$ cat src/rtl/phy_link_rx.sv
module phy_link_rx (
  input  logic        clk,
  input  logic        rst_n,
  input  logic [1:0]  ctl_i,
  input  logic [7:0]  data_i,
  input  logic        req_pending_i,
  output logic        stat_valid_o,
  output logic        arb_gap_o,
  output logic        sub_gap_o,
  output logic        bus_reset_o,
  output logic        state_timeout_o,
  output logic [3:0]  reg_addr_o,
  output logic [7:0]  reg_data_o,
  output logic [31:0] q_data_o,
  output logic        q_we_o,
  output logic        rx_err_o,
  output logic        arb_won_o,
  output logic        arb_lost_o
);

  localparam logic [1:0] C_IDLE = 2'b00;
  localparam logic [1:0] C_STAT = 2'b01;
  localparam logic [1:0] C_RECV = 2'b10;
  localparam logic [1:0] C_XMIT = 2'b11;

  typedef enum logic [2:0] {S_IDLE, S_STAT, S_RECV, S_WON, S_LOST, S_LINK} st_t;

  st_t         st;
  logic [2:0]  cnt;
  logic [15:0] sreg, stat_q;
  logic [31:0] qsh;

  wire [15:0] sreg_nx = {sreg[13:0], data_i[1:0]};
  wire [31:0] qsh_nx  = {qsh[23:0], data_i};

  assign arb_gap_o       = stat_q[15];
  assign sub_gap_o       = stat_q[14];
  assign bus_reset_o     = stat_q[13];
  assign state_timeout_o = stat_q[12];
  assign reg_addr_o      = stat_q[11:8];
  assign reg_data_o      = stat_q[7:0];

  always_ff @(posedge clk) begin
    if (!rst_n) begin
      st           <= S_IDLE;
      cnt          <= '0;
      sreg         <= '0;
      stat_q       <= '0;
      qsh          <= '0;
      q_data_o     <= '0;
      stat_valid_o <= 1'b0;
      q_we_o       <= 1'b0;
      rx_err_o     <= 1'b0;
      arb_won_o    <= 1'b0;
      arb_lost_o   <= 1'b0;
    end else begin
      stat_valid_o <= 1'b0;
      q_we_o       <= 1'b0;
      rx_err_o     <= 1'b0;
      arb_won_o    <= 1'b0;
      arb_lost_o   <= 1'b0;
      case (st)
        S_IDLE: begin
          cnt <= '0;
          case (ctl_i)
            C_STAT: begin
              sreg <= sreg_nx;
              cnt  <= 3'd1;
              st   <= S_STAT;
            end
            C_RECV: begin
              if (req_pending_i) st <= S_LOST;
              else begin
                qsh <= qsh_nx;
                cnt <= 3'd1;
                st  <= S_RECV;
              end
            end
            C_XMIT: if (req_pending_i) st <= S_WON;
            default: ;
          endcase
        end
        S_STAT: begin
          if (ctl_i == C_STAT) begin
            sreg <= sreg_nx;
            if (cnt == 3'd7) begin
              stat_q       <= sreg_nx;
              stat_valid_o <= 1'b1;
              cnt          <= '0;
              st           <= S_IDLE;
            end else cnt <= cnt + 3'd1;
          end else begin
            cnt <= '0;
            st  <= S_IDLE;
          end
        end
        S_RECV: begin
          if (ctl_i == C_RECV) begin
            qsh <= qsh_nx;
            if (cnt[1:0] == 2'd3) begin
              q_data_o <= qsh_nx;
              q_we_o   <= 1'b1;
              cnt      <= '0;
            end else cnt <= cnt + 3'd1;
          end else begin
            rx_err_o <= (cnt[1:0] != 2'd0);
            cnt      <= '0;
            st       <= S_IDLE;
          end
        end
        S_WON: begin
          if (ctl_i == C_IDLE) begin
            arb_won_o <= 1'b1;
            st        <= S_LINK;
          end else st <= S_IDLE;
        end
        S_LOST: begin
          arb_lost_o <= (ctl_i == C_IDLE);
          st         <= S_IDLE;
        end
        S_LINK: if (ctl_i == C_IDLE) st <= S_IDLE;
        default: st <= S_IDLE;
      endcase
    end
  end

endmodule


$ cat config.mk
export PLATFORM = sky130hd
export DESIGN_NAME = phy_link_rx
export DESIGN_NICKNAME = d
export VERILOG_FILES = /design/src/rtl/phy_link_rx.sv
export SDC_FILE = /design/constraint.sdc
export NUM_CORES = 1
export LEC_CHECK = 0
export ABC_AREA = 1
export BUFFER_PORTS_ARGS = -buffer_cell sky130_fd_sc_hd__buf_2
export CAP_MARGIN = 20
export CORE_MARGIN = 3
export CORE_UTILIZATION = 43
export CTS_BUF_LIST = sky130_fd_sc_hd__clkbuf_4 sky130_fd_sc_hd__clkbuf_8
export CTS_CLUSTER_SIZE = 30
export DETAILED_ROUTE_END_ITERATION = 10
export GPL_TIMING_DRIVEN = 0
export PLACE_DENSITY = 0.72
export REMOVE_ABC_BUFFERS = 1
export SLEW_MARGIN = 20
export SYNTH_ARGS = -nofsm -noshare
export SYNTH_HDL_FRONTEND = slang
export SYNTH_SLANG_ARGS = --single-unit
$ cat constraint.sdc
create_clock -name clk -period 1.95 [get_ports clk]
set_input_delay 0.0975 -clock clk [delete_from_list [all_inputs] [get_ports clk]]
set_output_delay 0.0975 -clock clk [all_outputs]
set_load 0.02 [all_outputs]
# Yosys cells after proc, flatten, opt, wreduce, memory -nomap -nowiden

Cells that the tools add are included.

Add/subtract/negate cells: 1
Equality and inequality tests: 18
Muxes and demuxes: 23
Bitwise operators: 2
Reductions and logical operators: 16

Operators with widths:

| kind                | count |
|---|---|
| $mux 24             | 3 |
| $pmux 24 s2         | 1 |
| $mux 3              | 11 |
| $pmux 3 s3          | 2 |
| $pmux 3 s5          | 1 |
| $reduce_and 3->1    | 4 |
| $ne 2x2->1 const B  | 5 |
| $eq 3x3->1 const B  | 3 |
| $eq 2x2->1 const B  | 3 |
| $eq 3x2->1 const B  | 2 |
| $ne 3x3->1 const B  | 2 |
| $reduce_and 2->1    | 3 |
| $reduce_and 5->1    | 1 |
| $mux 1              | 4 |
| $ne 4x3->1 const B  | 1 |
| $reduce_and 4->1    | 1 |
| $reduce_bool 2->1   | 2 |
| $add 3x1->3 const B | 1 |
| $eq 3x1->1 const B  | 1 |
| $logic_not 3->1     | 1 |
| $reduce_bool 3->1   | 1 |
| $reduce_or 3->1     | 1 |
| $eq 2x1->1 const B  | 1 |
| $logic_not 2->1     | 1 |
| other kinds (3)     | 4 |

Register bits: 97
Input port bits: 13
Word-level logic and storage cells: 71

# Longest topological paths before layout

Gate-level depths: netlist of the first run.

Depth in word-level cells: 4
Mapped depth: 11

# Least setup slack after synthesis of the first run

OpenSTA, ideal clock, no wires.

Path type: flip-flop to flip-flop
Start point: register cnt[0]
End point: register stat_q[0]
Library setup time: 0.116 ns
Arrival: 1.310 ns
Required time: 1.834 ns
Slack: 0.525 ns
Cell stages (with the launch flop): 9
Cells stage by stage: dfxtp_1 ha_1 buf_2 nand3_1 nor2_4 inv_2 buf_2 nor2_1 nor2_1

Cells in the longest elaborated chain, start to end: 2

RTL lines:

| item                              | RTL line | RTL |
|---|---|---|
| start, declared                   | 29       | `logic [2:0] cnt;` |
| start signal, assigned            | 91       | `end else cnt <= cnt + 3'd1;` |
| start signal, assigned            | 104      | `end else cnt <= cnt + 3'd1;` |
| $eq 3x3->1                        | 86       | `if (cnt == 3'd7) begin` |
| $reduce_and 3->1 (no source line) | --       |  |
| end signal, assigned              | 87       | `stat_q <= sreg_nx;` |
| end, declared                     | 30       | `logic [15:0] sreg, stat_q;` |

No other way between the ends.
A chain may end at the register's enable or synchronous reset.

# Worst setup path in the final report of the first run

Start point: register st[2]
End point: register qsh[7]

Cells in the longest elaborated chain, start to end: 3

RTL lines:

| item                                                                    | RTL line | RTL |
|---|---|---|
| start, declared                                                         | 28       | `st_t st;` |
| start signal, assigned                                                  | 45       | `st <= S_IDLE;` |
| start signal, assigned                                                  | 69       | `st <= S_STAT;` |
| start signal, assigned                                                  | 72       | `if (req_pending_i) st <= S_LOST;` |
| $eq 3x2->1 / $logic_not 3->1 (equally long branches)                    | 62       | `case (st)` |
| $ne 2x2->1 (no source line) / $reduce_bool 2->1 (equally long branches) | --       |  |
| $reduce_and 4->1 (no source line)                                       | --       |  |
| end signal, assigned                                                    | 74       | `qsh <= qsh_nx;` |
| end signal, assigned                                                    | 99       | `qsh <= qsh_nx;` |
| end, declared                                                           | 31       | `logic [31:0] qsh;` |

Parallel ways exist; a longest one is shown, timed or not.

==> results_dict.tcl, run 1 <==
set metrics [dict create \
    drc 0 \
    drt-initial-drc-count 132 \
    grt_usage 0.1775 \
    max_cap_violations 0 \
    final_hold_viol_count 0 \
    worst_pin_slew_ns 0.7352 \
    crit_path_end_kind "flop" \
    antenna_found_initial 0 \
    skew_ns 0.006566 \
    avgRoutedWirePerCell_um 13.28 \
    critPathSlowestCell "o21ai_4" \
    gp_congestion 0.7944 \
    hp-class "in2reg" \
    rsz0062_at_grt "no" \
    die-area_mm2 0.01004 \
    r2r-start "st[2]" \
    yosysSeqAreaShare 0.5090 \
    cts_buffers 9 \
    final_common_cell "nand2_1" \
    fin_crit_ns 1.794 \
    fin_ws_ns 0.1564 \
    grt_pass1_vias 3138 \
    synthesis.area_mm2 0.003815 \
    cellPowerDensity_mw_per_mm2 851.8 \
    cpPeakStageDelay_ns 0.42 \
    status "complete, no violations" \
    h-tree-depth 3 \
    maxSlewHeadroom 0.5098 \
    io_buffers 65 \
    arrival_ns 1.99 \
    postPlaceCellArea_mm2 0.004099 \
    startpoint_type "flop" \
    die_h_um 100.2 \
    drive_above_1_share 0.1912 \
    slew_violations 0 \
    insertion_delay_ns 0.35 \
    synth-seq-cells 97 \
    regToRegSetupSlack_ns 0.16 \
    r2r_end "qsh[7]" \
    yosys_warnings 0 \
    coreArea_mm2 0.008423 \
    grt_pass1_wl_um 14660 \
    min_path_cells 3 \
    ioPinCount 66 \
    p_leak_nw 1.866 \
    required_ns 2.15 \
    final_cell_mix "nand2_1 (115), dfxtp_1 (97), a21oi_1 (72), buf_2 (65), nand3_1 (54)" \
    ir_drop_uv 489.9 \
    holdCritStartpoint "data_i[6]" \
    clockBufferDepth 2 \
    via_count 3350 \
    fin_crit_sh 0.9198 \
    crit_path_max_fanout 24 \
    overflow 0 \
    postSynthAreaPerCell_um2 7.866 \
    start_util 0.4529 \
    dpl.hpwl_um 5114 \
    fmax_mhz 557.5 \
    nNetsFinal 562 \
    place_ws_ns -0.4012 \
    fin_tns_setup_ns 0 \
    cts_num_sinks 97 \
    cts_hold_buf 0 \
    drt-vias-per-instance 5.162 \
    crit_type "reg2reg" \
    antenna_cells 0 \
    area_growth_pct 15.05 \
    worstRegToRegCells 6 \
    postLayoutCellArea_mm2 0.004389 \
    routed_wl_um 8617 \
    antenna_left 0 \
    crit_chain "nor2_4 > nand2_2 > o21ai_4 > inv_2 > nand2_1 > a21oi_1" \
    synth_cell_type_count 24 \
    clockRootBuffer "clkbuf_8" \
    cts.reportedPaths.clkPinSlew_ns 0.09 \
    die_w_um 100.2 \
    finalSetupViolations 0 \
    grt_max_degree 77 \
    drt_pass1_iterations 4 \
    min_to "qsh[6]" \
    synth_cells 485 \
    rows 33 \
    cts_tree "built" \
]
per-stage QoR:
stage | hold slack (ns) | power (W) | cells | utilization
floorplan | 0.1951 | 0.002335 | 455 | -
global placement | 0.3659 | 0.002426 | 625 | 0.4860
detailed placement | 0.3745 | 0.002436 | 625 | 0.4866
CTS | 0.0001807 | 0.003762 | 644 | 0.5160
global route | 0.003569 | 0.003907 | 649 | 0.5211
finish | 0.01487 | 0.003739 | 649 | 0.5211
power by group:
| group | internal, W | switching, W | leakage (nW) | total [W] |
|---|---|---|---|---|
| Sequential | 0.00201 | 0.0000457 | 0.782 | 0.00206 |
| Clock | 0.000659 | 0.000653 | 0.102 | 0.00131 |
| Combinational | 0.000101 | 0.000267 | 0.982 | 0.000368 |
| Total | 0.00277 | 0.000965 | 1.87 | 0.00374 |
cell usage after synthesis, drive strengths merged:
master / count / area (um2)
nor4: 3 / 18.77
nor3: 1 / 5.000
xor2: 1 / 8.760
nand2: 119 / 456.7
nor2: 47 / 206.4
dfxtp: 97 / 1942
a21oi: 72 / 360.4
clkbuf: 16 / 60.06
inv: 24 / 90.09
o21ai: 21 / 116.4
nand4: 3 / 18.77
o211ai: 1 / 7.510
o22ai: 1 / 6.260
ha: 9 / 112.6
buf: 14 / 117.6
nand3: 55 / 280.3
nand3b: 1 / 7.510
per-layer routing:
metal | wire, um | track usage | vias to the layer above
met5 | 0 | 0 | -
li1 | - | - | 1693
met3 | 560 | 0.04587 | 4
met2 | 4061 | 0.2926 | 87
met4 | 22 | 0.04352 | 0
met1 | 3972 | 0.2334 | 1566
logic make-up (layout without fill, tap and decap cells):
logic type,after synthesis,after routing,synth area share
xor gates and xnor gates,1,1,0.002296
adders and majority gates,9,9,0.02952
and+or+nand+nor,229,230,0.2604
DFF,97,97,0.5090
AOI/OAI and AO/OA,95,96,0.1286
buffers and inverters,54,111,0.07019
cell type report:
type,count,area [um2]
Timing Repair Buffer,72,377.9
Clock buffer,11,151.4
Inverter,24,92.59
Fill cell,838,4034
Clock inverter,4,51.30
Tap cell,105,131.4
Sequential cell,97,1942
Multi-Input combinational cell,336,1643
flip-flops by register name, summed over array words and instances (netlist names):
register and cells:
st 3, arb_won_o 1, cnt 3, sreg 14, q_we_o 1, qsh 24
stat_q 16, q_data_o 32, stat_valid_o 1, rx_err_o 1, arb_lost_o 1
what timing repair did:
item / in CTS / in global routing
pin swaps: 4 / 1
setup buffers: 2 / 5
resized for setup: 2 / 1
cloned: 2 / 0
setup endpoints to repair: 58 / 32
how the worst max path moves through the flow:
| stage | start | to | slack [ns] |
|---|---|---|---|
| after floorplan | cnt[0] | stat_q[0] | -0.04 |
| after global routing | st[2] | qsh[7] | 0.02 |
| after global placement | cnt[0] | q_data_o[14] | -0.72 |
| after detailed placement | st[1] | q_data_o[11] | -0.40 |
| after CTS | st[1] | q_data_o[23] | 0.04 |
| final | st[2] | qsh[7] | 0.16 |
critical path, delay by kind of cell, from the launching register on:
| family | cells | cell delay, ns |
|---|---|---|
| buffers and inverters | 1 | 0.30 |
| DFF | 1 | 0.38 |
| and+or+nand+nor | 3 | 0.46 |
| AOI/OAI and AO/OA | 2 | 0.49 |
Note: power is estimated with default switching activity, not from simulation.
==> run 2: changes to the inputs <==
--- a/config.mk
+++ b/config.mk
@@ -8,15 +8,18 @@
 export ABC_AREA = 1
 export BUFFER_PORTS_ARGS = -buffer_cell sky130_fd_sc_hd__buf_2
 export CAP_MARGIN = 20
+export CELL_PAD_IN_SITES_DETAIL_PLACEMENT = 1
+export CELL_PAD_IN_SITES_GLOBAL_PLACEMENT = 1
 export CORE_MARGIN = 3
-export CORE_UTILIZATION = 43
+export CORE_UTILIZATION = 42
 export CTS_BUF_LIST = sky130_fd_sc_hd__clkbuf_4 sky130_fd_sc_hd__clkbuf_8
 export CTS_CLUSTER_SIZE = 30
 export DETAILED_ROUTE_END_ITERATION = 10
 export GPL_TIMING_DRIVEN = 0
-export PLACE_DENSITY = 0.72
+export PLACE_DENSITY = 0.89
 export REMOVE_ABC_BUFFERS = 1
 export SLEW_MARGIN = 20
 export SYNTH_ARGS = -nofsm -noshare
 export SYNTH_HDL_FRONTEND = slang
 export SYNTH_SLANG_ARGS = --single-unit
+export TNS_END_PERCENT = 20
==> constraint.sdc (replaced) <==
create_clock -name clk -period 1.95 [get_ports clk]
set_input_delay 0.0975 -clock clk [delete_from_list [all_inputs] [get_ports clk]]
set_output_delay 0.0975 -clock clk [all_outputs]
set_load 0.1 [all_outputs]
==> run 2 against run 1 <==
  * Clock power is 4% lower
  * Sequential share of layout area down 0.23 points
  * Final area grew 0.51%
  * Sequential power barely moved
  * Largest cell class unchanged
==> results_dict.tcl, run 2 (synthesis results as in run 1) <==
set metrics [dict create \
    crit_path_max_fanout 24 \
    cts_tree "built" \
    via_count 3497 \
    area_growth_pct 15.64 \
    clockRootBuffer "clkbuf_8" \
    reg_top3 "q_data_o (32), qsh (24), stat_q (16)" \
    final_cell_mix "nand2_1 (115), dfxtp_1 (97), a21oi_1 (72), buf_2 (65), nand3_1 (54)" \
    dpl.hpwl_um 5981 \
    rows 34 \
    skew_ns 0.01370 \
    fin_crit_sh 0.9239 \
    fin_util 0.5034 \
    postPlaceCellArea_mm2 0.004103 \
    clkPwrFrac 0.338 \
    fin_tns_setup_ns 0 \
    h-tree-depth 3 \
    drt-initial-drc-count 119 \
    status "complete, no violations" \
    die-area_mm2 0.01026 \
    seqPwrFrac 0.555 \
    coreArea_mm2 0.008763 \
    avgRoutedWirePerCell_um 15.53 \
    cts_num_sinks 97 \
    cts.reportedPaths.clkPinSlew_ns 0.10 \
    slew_violations 0 \
    overflow 0 \
    p_leak_nw 1.865 \
    cellPowerDensity_mw_per_mm2 842.2 \
    finalSetupViolations 0 \
    whs_ns 0.03709 \
    die_w_um 101.3 \
    largest_register_ffs 32 \
    fmax_mhz 555.1 \
    ir_drop_uv 356.8 \
    place_ws_ns -0.4856 \
    rsz0062_at_grt "no" \
    grt_max_degree 77 \
    drive_above_1_share 0.1846 \
    cell_internal_pwr_w 0.002607 \
    insertion_delay_ns 0.37 \
    final_hold_viol_count 0 \
    regMostFlops "q_data_o" \
    required_ns 2.16 \
    final_common_cell "nand2_1" \
    fin_ws_ns 0.1484 \
    hp-class "in2reg" \
    antenna_left 0 \
    clockBufferDepth 2 \
    die_h_um 101.3 \
    arrival_ns 2.01 \
    drc 0 \
    power_frac_comb 0.107 \
    routed_wl_um 10170 \
    antenna_found_initial 0 \
    switchingPower_w 0.001108 \
    worst_pin_slew_ns 0.7535 \
    grt_usage 0.1979 \
    crit_path_end_kind "flop" \
    p_sw_frac 0.2983 \
    ioPinCount 66 \
    max_cap_violations 0 \
    nNetsFinal 564 \
    gp_congestion 0.8134 \
    start_util 0.4353 \
    postLayoutCellArea_mm2 0.004412 \
    startpoint_type "flop" \
    maxSlewHeadroom 0.4977 \
    grt_pass1_vias 3478 \
    antenna_cells 0 \
    drt-vias-per-instance 5.339 \
    cts_buffers 9 \
    fin_crit_ns 1.802 \
    io_buffers 65 \
    grt_pass1_wl_um 16330 \
    crit_type "reg2reg" \
    drt_pass1_iterations 4 \
]
-- run 2: what timing repair did --
item,in CTS,in global routing
setup buffers,3,0
hold endpoints to repair,8,0
resized for setup,3,1
cloned,1,1
hold buffers,6,0
setup endpoints to repair,72,35
pin swaps,2,1
-- run 2: worst paths after layout --
| path | from | end | slack, ns | depth (start not counted) |
|---|---|---|---|---|
| max reg2reg | st[2] | qsh[16] | 0.15 | 6 |
| min reg2reg | q_data_o[28] | q_data_o[28] | 0.47 | 2 |
| max | st[2] | qsh[16] | 0.15 | 6 |
| min | data_i[1] | qsh[1] | 0.04 | 3 |
-- run 2: per-layer routing --
metal	vias to the layer above	GRT usage	share of wire
li1	1705	-	-
met1	1697	0.2443	0.44
met2	80	0.3415	0.49
met3	15	0.03857	0.045
met4	0	0.07362	0.016
met5	-	0	0
-- run 2: critical path, cell delays in order, from the launching register on --
cell     delay (ns)
dfxtp_1        0.39
nor2_4         0.19
nand2_2        0.15
o21ai_4        0.48
inv_4          0.22
nand2_1        0.12
a21oi_1        0.09
-- run 2: final cells by class --
type | count | area, um2
tap | 108 | 135.1
clock inverter | 7 | 65.06
inverter | 24 | 95.09
multi-input combinational | 336 | 1643
clock buffer | 9 | 123.9
sequential | 97 | 1942
timing repair buffer | 74 | 407.9
fill | 1111 | 4352
-- run 2: through the flow --
stage | instances | power, W
after CTS | 654 | 0.003733
after global placement | 628 | 0.002436
after detailed placement | 628 | 0.002456
final | 655 | 0.003716
after global routing | 655 | 0.003873
after floorplan | 455 | 0.002340
-- run 2: power groups by stage --
stage	Combinational (W)	Clock (W)	Sequential [W]
2_1_floorplan	0.000240	0	0.00210
3_3_place_gp	0.000335	0	0.00210
3_5_place_dp	0.000352	0	0.00210
4_1_cts	0.000378	0.00129	0.00206
5_1_grt	0.000442	0.00136	0.00207
6_report	0.000398	0.00126	0.00206
